File: src/rtl/tmr_stat_pkg.sv
package tmr_stat_pkg;
    localparam int N_CC      = 4;
    localparam int N_FLAG    = N_CC + 1;
    localparam int REG_W     = 8;
    localparam int OVF_BIT   = N_CC;
    localparam int FIXED_W   = REG_W - N_FLAG;
    localparam logic [FIXED_W-1:0] FIXED_PAT = 3'b110;

    typedef enum logic [1:0] {
        FLG_IDLE  = 2'd0,
        FLG_PEND  = 2'd1,
        FLG_ARMED = 2'd2
    } flg_state_e;
endpackage

File: src/rtl/tmr_evt_sel.sv
module tmr_evt_sel
    import tmr_stat_pkg::*;
#(
    parameter int NCC = N_CC
) (
    input  logic           clk,
    input  logic           rst_n,
    input  logic           ovf_evt,
    input  logic [NCC-1:0] cmp_match,
    input  logic [NCC-1:0] cap_evt,
    input  logic [NCC-1:0] cap_mode,
    input  logic [NCC-1:0] xfer_ack,
    input  logic [NCC-1:0] xfer_noclr,
    input  logic           dma_ack_a,
    input  logic           dma_clr_en,
    output logic [NCC:0]   set_evt,
    output logic [NCC:0]   hw_clr
);
    // Capture/compare channels: the mode selects the source of the set event.
    for (genvar i = 0; i < NCC; i++) begin : g_cc
        logic by_cmp, by_cap, by_xfer, by_dma;
        always_comb begin
            by_cmp  = cmp_match[i] & ~cap_mode[i];
            by_cap  = cap_evt[i] & cap_mode[i];
            by_xfer = xfer_ack[i] & ~xfer_noclr[i];
            by_dma  = (i == 0) ? (dma_ack_a & dma_clr_en) : 1'b0;
            set_evt[i] = by_cmp | by_cap;
            hw_clr[i]  = by_xfer | by_dma;
        end
    end

    // The overflow flag has no hardware clear path.
    always_comb begin
        set_evt[NCC] = ovf_evt;
        hw_clr[NCC]  = 1'b0;
    end

    // flags B..D never receive a DMA-driven clear.
    p_dma_only_a_r8: assert property (@(posedge clk) disable iff (!rst_n)
        (dma_ack_a && xfer_ack[NCC-1:1] == '0) |-> (hw_clr[NCC-1:1] == '0));
endmodule

File: src/rtl/tmr_flag_cell.sv
module tmr_flag_cell
    import tmr_stat_pkg::*;
(
    input  logic clk,
    input  logic rst_n,
    input  logic set_evt,
    input  logic hw_clr,
    input  logic rd_en,
    input  logic wr_en,
    input  logic wr_bit,
    output logic flag,
    output logic armed
);
    flg_state_e state_q, state_d;

    always_comb begin
        state_d = state_q;
        if (hw_clr && !set_evt) begin
            state_d = FLG_IDLE;                      // clear_hw
        end else begin
            unique case (state_q)
                FLG_IDLE:  if (set_evt) state_d = FLG_PEND;       // set
                FLG_PEND:  if (rd_en && !wr_en) state_d = FLG_ARMED; // seen
                FLG_ARMED: if (wr_en) begin
                               if (!wr_bit && !set_evt) state_d = FLG_IDLE; // clear_sw
                               else                     state_d = FLG_PEND; // disarm
                           end
                default:   state_d = FLG_IDLE;
            endcase
        end
    end

    always_ff @(posedge clk or negedge rst_n) begin
        if (!rst_n) state_q <= FLG_IDLE;
        else        state_q <= state_d;
    end

    always_comb begin
        flag  = (state_q != FLG_IDLE);
        armed = (state_q == FLG_ARMED);
    end

    // a set event always leaves the flag at 1 afterwards.
    p_set_wins_r9: assert property (@(posedge clk) disable iff (!rst_n)
        set_evt |=> flag);
    // a zero write to an unarmed flag does not clear it.
    p_need_arm_r6: assert property (@(posedge clk) disable iff (!rst_n)
        (flag && !armed && wr_en && !wr_bit && !hw_clr) |=> flag);
    // writing 1 never clears a flag.
    p_wr_one_r6: assert property (@(posedge clk) disable iff (!rst_n)
        (flag && wr_en && wr_bit && !hw_clr) |=> flag);
    // a hardware clear without a competing set empties the flag.
    p_hw_clr_r7: assert property (@(posedge clk) disable iff (!rst_n)
        (hw_clr && !set_evt) |=> !flag);
    // a flag that was 0 when read cannot be armed in the next cycle.
    p_no_early_arm_r11: assert property (@(posedge clk) disable iff (!rst_n)
        (!flag) |=> !armed);
endmodule

File: src/rtl/tmr_stat_flags.sv
module tmr_stat_flags
    import tmr_stat_pkg::*;
(
    input  logic                 clk,
    input  logic                 rst_n,
    input  logic                 rd_en,
    input  logic                 wr_en,
    input  logic [REG_W-1:0]     wr_data,
    output logic [REG_W-1:0]     rd_data,
    input  logic                 ovf_evt,
    input  logic [N_CC-1:0]      cmp_match,
    input  logic [N_CC-1:0]      cap_evt,
    input  logic [N_CC-1:0]      cap_mode,
    input  logic [N_CC-1:0]      xfer_ack,
    input  logic [N_CC-1:0]      xfer_noclr,
    input  logic                 dma_ack_a,
    input  logic                 dma_clr_en,
    output logic [N_FLAG-1:0]    irq
);
    logic [N_FLAG-1:0] set_evt, hw_clr, flags, armed;

    tmr_evt_sel #(.NCC(N_CC)) u_sel (
        .clk        (clk),
        .rst_n      (rst_n),
        .ovf_evt    (ovf_evt),
        .cmp_match  (cmp_match),
        .cap_evt    (cap_evt),
        .cap_mode   (cap_mode),
        .xfer_ack   (xfer_ack),
        .xfer_noclr (xfer_noclr),
        .dma_ack_a  (dma_ack_a),
        .dma_clr_en (dma_clr_en),
        .set_evt    (set_evt),
        .hw_clr     (hw_clr)
    );

    for (genvar b = 0; b < N_FLAG; b++) begin : g_flag
        tmr_flag_cell u_cell (
            .clk     (clk),
            .rst_n   (rst_n),
            .set_evt (set_evt[b]),
            .hw_clr  (hw_clr[b]),
            .rd_en   (rd_en),
            .wr_en   (wr_en),
            .wr_bit  (wr_data[b]),
            .flag    (flags[b]),
            .armed   (armed[b])
        );
    end

    always_comb begin
        rd_data = {FIXED_PAT, flags};
        irq     = flags;
    end

    // an overflow strobe is visible on bit 4 after the edge.
    p_ovf_set_r3: assert property (@(posedge clk) disable iff (!rst_n)
        ovf_evt |=> rd_data[OVF_BIT]);
    // any write leaves no flag armed afterwards.
    p_write_disarms_r6: assert property (@(posedge clk) disable iff (!rst_n)
        (wr_en && !rd_en) |=> (armed == '0));
    // immediately after reset release every flag is 0.
    p_reset_clear_r1: assert property (@(posedge clk)
        $rose(rst_n) |-> (flags == '0));
endmodule

File: config.mk
export PLATFORM = sky130hd
export DESIGN_NAME = tmr_stat_flags
export DESIGN_NICKNAME = d
export VERILOG_FILES = /design/src/rtl/tmr_stat_pkg.sv /design/src/rtl/tmr_evt_sel.sv /design/src/rtl/tmr_flag_cell.sv /design/src/rtl/tmr_stat_flags.sv
export SDC_FILE = /design/constraint.sdc
export NUM_CORES = 1
export LEC_CHECK = 0
export ABC_AREA = 0
export BUFFER_PORTS_ARGS = -buffer_cell sky130_fd_sc_hd__clkbuf_2
export CORE_MARGIN = 2
export CORE_UTILIZATION = 44
export CTS_CLUSTER_SIZE = 16
export DETAILED_ROUTE_END_ITERATION = 8
export GPL_ROUTABILITY_DRIVEN = 1
export GPL_TIMING_DRIVEN = 0
export MAX_ROUTING_LAYER = met4
export PLACE_DENSITY = 0.83
export SLEW_MARGIN = 20
export SYNTH_ARGS = -nofsm -noshare
export SYNTH_HDL_FRONTEND = slang
export SYNTH_SLANG_ARGS = --single-unit
File: constraint.sdc
create_clock -name clk -period 1.55 [get_ports clk]
set_input_delay 0.31 -clock clk [delete_from_list [all_inputs] [get_ports clk]]
set_output_delay 0.31 -clock clk [all_outputs]
set_load 0.005 [all_outputs]
### Yosys cells after proc, flatten, opt, wreduce, memory -nomap -nowiden

Cells that the tools add are included.

* memories: 0
* input bits: 35
* memory bits (read-only): 0
* logic and storage cells: 117
* bits in latches: 0
* register bits: 10
* RAM bits: 0
* output and inout bits: 13

* reductions and logical operators: 36
* $add $sub $neg: 0
* $mul: 0
* bitwise gates (word level): 26
* equal/unequal tests: 25
* mux-type cells: 25
* $lt $le $gt $ge: 0
* divide/modulo/power cells: 0
* shift operators: 0

Operator list (count)
* two-way mux 2 bit: 15
* case mux 2 bit (3 select lines): 5
* != test 3 x 1 -> 1 bit (second input constant): 5
* AND reduction 3 bit: 5
* bitwise AND 1 bit: 13
* != test 3 bit (second input constant): 4
* logical NOT 1 bit: 11
* == test 2 x 1 -> 1 bit (second input constant): 5
* == test 2 bit (second input constant): 5
* logical AND 1 bit: 10
* logical NOT 2 bit: 5
* nonzero test 2 bit: 5
* != test 3 x 2 -> 1 bit (second input constant): 3
* NOT 1 bit: 8
* != test 2 bit (second input constant): 3
* two-way mux 1 bit: 5
* bitwise OR 1 bit: 5

### Logic depth before layout (Yosys ltp)

Gate-level depths: netlist (run 1).

* depth after elaboration: 9
* mapped depth: 3

### By module

A second synthesis (run 1) with hierarchy kept.

* cell total of the unflattened synthesis: 91
* area total of the unflattened synthesis: 850.8 sq um

By module, submodules not included
* tmr_flag_cell: times used 5, sequential area each 50.0 sq um, cells an instance 13, area each 130.1 sq um
* tmr_evt_sel: times used 1, sequential area each 0.0 sq um, cells an instance 16, area each 132.6 sq um
* tmr_stat_flags: times used 1, sequential area each 0.0 sq um, cells an instance 10, area each 67.6 sq um

### Worst setup path before layout (run 1)

No wires, ideal clock.

* path kind: reg2out
* start: reg g_flag[0].u_cell.state_q[1]
* end: out irq[0]
* data arrival time: 819 ps
* required time: 1240 ps
* stages on the path, launching flop included: 3
* path buffers: 1
* setup slack: 421 ps
* path through: dfrtp_1 -> or2_2 -> buf_4

* longest elaborated chain between the ends: 1

RTL lines
* from (decl): RTL line tmr_flag_cell.sv:14 `flg_state_e state_q, state_d;`
* from (signal assigned): RTL line tmr_flag_cell.sv:35 `else state_q <= state_d;`
* nonzero test 2 bit: RTL line tmr_flag_cell.sv:39 `flag = (state_q != FLG_IDLE);`
* to (decl): RTL line tmr_stat_flags.sv:18 `output logic [N_FLAG-1:0] irq`

No other way between the ends.

### Worst setup path in the final report (run 1)

* start: reg g_flag[3].u_cell.state_q[1]
* end: out rd_data[3]

* longest elaborated chain between the ends: 1

RTL lines
* from (decl): RTL line tmr_flag_cell.sv:14
* from (signal assigned): RTL line tmr_flag_cell.sv:35
* nonzero test 2 bit: RTL line tmr_flag_cell.sv:39
* to (decl): RTL line tmr_stat_flags.sv:9 `output logic [REG_W-1:0] rd_data,`

No other way between the ends.

==> results of run 1 <==
## final timing paths
check | startpoint | end | slack [ps]
setup / recovery | g_flag[3].u_cell.state_q[1] | rd_data[3] | 10
hold / removal | xfer_ack[1] | g_flag[1].u_cell.state_q[1] | 260
setup reg to reg | g_flag[0].u_cell.state_q[1] | g_flag[0].u_cell.state_q[0] | 360
hold reg to reg | g_flag[4].u_cell.state_q[1] | g_flag[4].u_cell.state_q[1] | 570
max in group asynchronous | rst_n | g_flag[0].u_cell.state_q[0] | 870
min in group asynchronous | rst_n | g_flag[3].u_cell.state_q[0] | 470
## final cells by class
class,count,area (µm²)
Timing Repair Buffer,54,305.3
Buffer,14,102.6
Tap cell,16,20.02
Multi-Input combinational cell,56,389.1
Fill cell,123,434.2
Sequential cell,10,250.2
Clock buffer,4,36.28
Inverter,1,3.754
## power by group
group          switching, mW  leakage (nW)  total, mW  internal (mW)
clock                 0.0965        0.0210      0.239          0.142
sequential            0.0501         0.124      0.367          0.317
combinational          0.199         0.450      0.602          0.402
total                  0.346         0.595       1.21          0.861
## synth_stat cells (all sizes together)
cell	instances	area, µm²
a311oi	1	8.760
mux2i	4	40.04
o21ai	4	20.02
o2bb2ai	1	8.760
and2	1	6.260
a222oi	2	20.02
and3	2	12.51
a21oi	4	20.02
nor3	1	5.000
nand2	3	11.26
a211oi	2	20.02
nand2b	7	43.79
nand3b	3	22.52
and2b	2	15.01
or2	5	31.28
nand3	1	5.000
buf	14	102.6
a221oi	2	17.52
mux2	2	22.52
dfrtp	10	250.2
conb	2	7.510
nor2b	4	25.02
o21a	1	7.510
or2b	1	7.510
inv	1	3.750
## metal layers
metal | part of all wire, % | vias to the layer above | wire, µm | GRT usage [%]
met3 | 5.9 | 0 | 106 | 1.200
met1 | 42 | 344 | 767 | 21.32
li1 | - | 384 | - | -
met4 | 0 | 0 | 0 | 5.294
met2 | 52 | 34 | 934 | 34.20
met5 | 0 | - | 0 | -
## metrics by stage
step           setup WS (ps)  TNS, ps  util [%]  std cells
2_1_floorplan          421.1        0         -         81
3_3_place_gp           307.8        0     62.50        138
4_1_cts                7.261        0     66.48        145
5_1_grt               -20.78   -37.47     71.83        155
6_report               10.91        0     71.83        155
3_5_place_dp           299.3        0     62.50        138
## cells by family (layout without fill, tap and decap cells)
kind of cell	after synthesis	count (layout)	share of synthesized area [%]
other cells	2	3	1.023
flops	10	10	34.07
compound gates	17	17	16.70
mux	6	6	8.518
simple gates	30	30	25.21
buf+inv	15	73	14.48
## cells in the final DEF (no fill, tap or decap), types with 2 or more instances in the layout
cell	count
a21oi_1	4
a221oi_1	2
a222oi_1	2
and2b_1	2
and3_1	2
buf_4	25
clkbuf_2	41
clkbuf_4	3
conb_1	3
dfrtp_1	10
mux2i_1	4
nand2_1	3
nand2b_1	7
nand3b_1	3
nor2b_1	4
o21ai_0	4
or2_2	2
or2_4	3
## worst max-delay path: stages, from the launching register on
cell,delay [ps]
dfrtp_1,430
or2_2,310
buf_4,130
clkbuf_2,100
## repair_timing
action,in CTS,in global routing
hold endpoints to repair,10,0
hold buffers,1,0
resized for setup,0,3
endpoints found under the setup margin,4,9
cloned,0,0
buffers inserted,2,10
pin swaps,0,0
==> qor.yml, run 1 <==
power:
  p_leak_nw: 0.5951
  finalPower_mw: 1.207
  power.density_mw_per_mm2: 1090
  vdd_drop_max_mv: 0.6908
timing:
  report.final.setup_viol: 0
  hold_ws_ps: 256.5
  clock_skew_ps: 4.377
  fmax_mhz: 649.7
  min_period_ps: 1539
  slew_viol_final: 0
  fin_crit_sh_pct: 99.30
  final-hold-violation-count: 0
cells_and_area:
  largest-register: "g_flag.u_cell.state_q"
  reg_top3: "g_flag.u_cell.state_q x10"
  drive_gt1_share_pct: 56.12
  area_delta_synth_final_pct: 50.77
  design_area_mm2: 0.001107
  antennaDiodeCount: 0
  nets: 175
  largest_reg_flops: 10
detailed_routing:
  drt_iter0_markers: 22
  wl_per_cell_um: 11.66
  viasPerCell: 4.916
  detail_route.first_pass.iterations: 4
  wl_mm: 1.808
  antenna_left: 0
  drc: 0
  via_count: 762
clock_tree:
  clock_path_buffers: 2
  clk_pin_slew_ps: 80
  htree_num_levels: 1
  clk_latency_ps: 260
  cts_tree: "built"
  cts.sinks: 10
  cts-root-buf: "clkbuf_4"
  cts_made_buffers: 3
grt:
  antenna_found_initial: 0
  grt_pass1_vias: 637
  grt_pass1_wl_mm: 2.622
  grt_max_degree: 11
  grt_use_total_pct: 18.46
  gr-total-overflow: 0
synthesis:
  synth.ff_latch_count: 10
  syn_area_um2: 734.5
  syn_inst: 80
  syn_avg_cell_area_um2: 9.181
  yosysWarnings: 0
  ys_seq_area_share_pct: 34.07
  yosysUniqueCellTypes: 28
floorplan:
  rows: 14
  die-width_um: 44.86
  io_pins: 48
  die_y_um: 44.86
  dieArea_mm2: 0.002012
  core-area_mm2: 0.001541
  start_util_pct: 47.65
min_path:
  whs_path_depth: 2
  hp-class: "input port to register"
critical_path:
  worst-path-max-fanout: 5
  worstSetupPathType: "register to primary output"
  worst_ep_required_time_ps: 1240
  cp-start-kind: "register"
  rr_worst_depth: 4
  arrival_ps: 1230
  crit_path_end_kind: "primary output"
outcome:
  status: "complete, no violations"
placement:
  portBuffers: 41
  place_congestion: 0.7969
  placed_area_um2: 963.4
flow_run:
  drv_cap: 0
No activity file was read; power rests on OpenSTA's default activity.
==> run 2, diff against run 1 <==
--- a/config.mk
+++ b/config.mk
@@ -7,14 +7,16 @@
 export LEC_CHECK = 0
 export ABC_AREA = 0
 export BUFFER_PORTS_ARGS = -buffer_cell sky130_fd_sc_hd__clkbuf_2
+export CELL_PAD_IN_SITES_DETAIL_PLACEMENT = 0
+export CELL_PAD_IN_SITES_GLOBAL_PLACEMENT = 1
 export CORE_MARGIN = 2
-export CORE_UTILIZATION = 44
+export CORE_UTILIZATION = 30
 export CTS_CLUSTER_SIZE = 16
 export DETAILED_ROUTE_END_ITERATION = 8
 export GPL_ROUTABILITY_DRIVEN = 1
 export GPL_TIMING_DRIVEN = 0
 export MAX_ROUTING_LAYER = met4
-export PLACE_DENSITY = 0.83
+export PLACE_DENSITY_LB_ADDON = 0.1
 export SLEW_MARGIN = 20
 export SYNTH_ARGS = -nofsm -noshare
 export SYNTH_HDL_FRONTEND = slang
==> run 2 against run 1 <==
- clock power is 28% lower
- count of clock-buffer cells in the layout fell by 1
- non-clock buffer count up 2
- critical path depth unchanged
- die area increased by 42%
- first-iteration DRC count fell by 55%
- wire length is 8.6% lower
- register-to-register slack about the same
- design area grew 1.2%
- critical endpoint is now rd_data[4]
==> qor.yml, run 2 (synthesized netlist as in run 1, its figures left out) <==
critical_path:
  arrival_ps: 1180
  crit_slowest_cell: "dfrtp_1"
  rr_endpoint: "g_flag[1].u_cell.state_q[0]"
  crit_path_end_kind: "primary output"
  cpPeakStageDelay_ps: 400
  worst_ep_required_time_ps: 1240
  crit_chain: "or2_2, buf_4, clkbuf_2"
  cp-start-kind: "register"
  rr_worst_depth: 4
  worst-path-max-fanout: 4
  rr_startpoint: "g_flag[1].u_cell.state_q[1]"
  worstSetupPathType: "register to primary output"
  r2r_setup_slack_ps: 370
min_path:
  min_from: "xfer_ack[1]"
  whs_path_depth: 2
  min_to: "g_flag[1].u_cell.state_q[1]"
  hp-class: "input port to register"
power:
  power.density_mw_per_mm2: 1004
  p_leak_nw: 0.5985
  finalPower_mw: 1.125
  vdd_drop_max_mv: 0.4169
floorplan:
  start_util_pct: 32.57
  io_pins: 48
  rows: 17
  die_y_um: 53.48
  dieArea_mm2: 0.002860
  die-width_um: 53.48
  core-area_mm2: 0.002255
grt:
  grt_pass1_vias: 589
  grt_use_total_pct: 11.90
  grt_pass1_wl_mm: 2.352
  grt_max_degree: 11
  antenna_found_initial: 0
  gr-total-overflow: 0
timing:
  layout_setup_ws_ps: 55.92
  min_period_ps: 1494
  final-hold-violation-count: 0
  report.final.setup_viol: 0
  hold_ws_ps: 256.8
  slew_viol_final: 0
  finalSetupTns_ps: 0
  fin_crit_sh_pct: 96.39
  rsz0062_at_grt: "false"
  clock_skew_ps: 3.197
  fmax_mhz: 669.3
cells_and_area:
  design_area_mm2: 0.001121
  final_util_pct: 49.72
  area_delta_synth_final_pct: 52.64
  nets: 177
  regArea_um2: 250.2
  nFillCells: 244
  stdcell_count: 168
  drive_gt1_share_pct: 56.43
  final_common_cell: "clkbuf_2"
  layout_common_cells: "clkbuf_2, buf_4, dfrtp_1"
  multi_input_area_um2: 386.6
  largest_reg_flops: 10
  antennaDiodeCount: 0
  reg_top3: "g_flag.u_cell.state_q x10"
  largest-register: "g_flag.u_cell.state_q"
clock_tree:
  htree_num_levels: 1
  clk_latency_ps: 260
  cts.sinks: 10
  clock_path_buffers: 2
  cts_made_buffers: 3
  clk_pin_slew_ps: 60
  cts-root-buf: "clkbuf_4"
  cts_tree: "built"
detailed_routing:
  detail_route.first_pass.iterations: 7
  antenna_left: 0
  wl_mm: 1.652
  viasPerCell: 4.542
  drc: 0
  wl_per_cell_um: 9.833
  drt_iter0_markers: 10
  via_count: 763
placement:
  portBuffers: 41
  placed_area_um2: 978.4
  dpl.cell_count: 150
  hpwl_mm: 1.285
  place_congestion: 0.7098
  pre_cts_slack_ps: 297.0
flow_run:
  drv_cap: 0
outcome:
  status: "complete, no violations"
==> run 2: repair_timing <==
item	in CTS	in global routing
endpoints found under the setup margin	1	10
pin swaps	0	0
gates resized for setup	0	2
buffers inserted	1	13
endpoints found under the hold margin	10	0
hold buffers	1	0
==> run 2: power breakdown <==
group	internal, mW	switching (mW)
sequential	0.317	0.0425
combinational	0.396	0.197
clock	0.0894	0.0835
total	0.802	0.323
==> run 2: routing by layer <==
layer	vias to the layer above	GRT usage, %	part of all wire, %
li1	386	-	-
met1	349	13.40	41
met2	26	18.93	52
met3	2	2.542	5.6
met4	0	7.692	1.2
met5	-	-	0
==> run 2: cell type report <==
type / count / area share [%]
plain buffers: 14 / 9.152
clock buffers: 3 / 2.009
inverters: 1 / 0.3348
multi-input cells: 56 / 34.49
flip-flops and latches: 10 / 22.32
well taps: 28 / 3.125
repair buffers: 56 / 28.57
==> run 2: how the worst max path moves through the flow <==
stage | startpoint | end | slack (ps) | cells past startpoint
floorplan | g_flag[0].u_cell.state_q[1] | irq[0] | 420 | 2
global placement | g_flag[3].u_cell.state_q[0] | irq[3] | 300 | 3
detailed placement | g_flag[4].u_cell.state_q[1] | rd_data[4] | 300 | 3
CTS | g_flag[1].u_cell.state_q[1] | rd_data[1] | 4 | 3
global route | g_flag[2].u_cell.state_q[1] | rd_data[2] | 4 | 3
finish | g_flag[4].u_cell.state_q[1] | rd_data[4] | 60 | 3
==> run 2: critical path, delay by kind of cell, from the launching register on <==
kind | cells | cell delay [ps]
buffers and inverters | 2 | 230
DFF | 1 | 400
and+or+nand+nor | 1 | 290
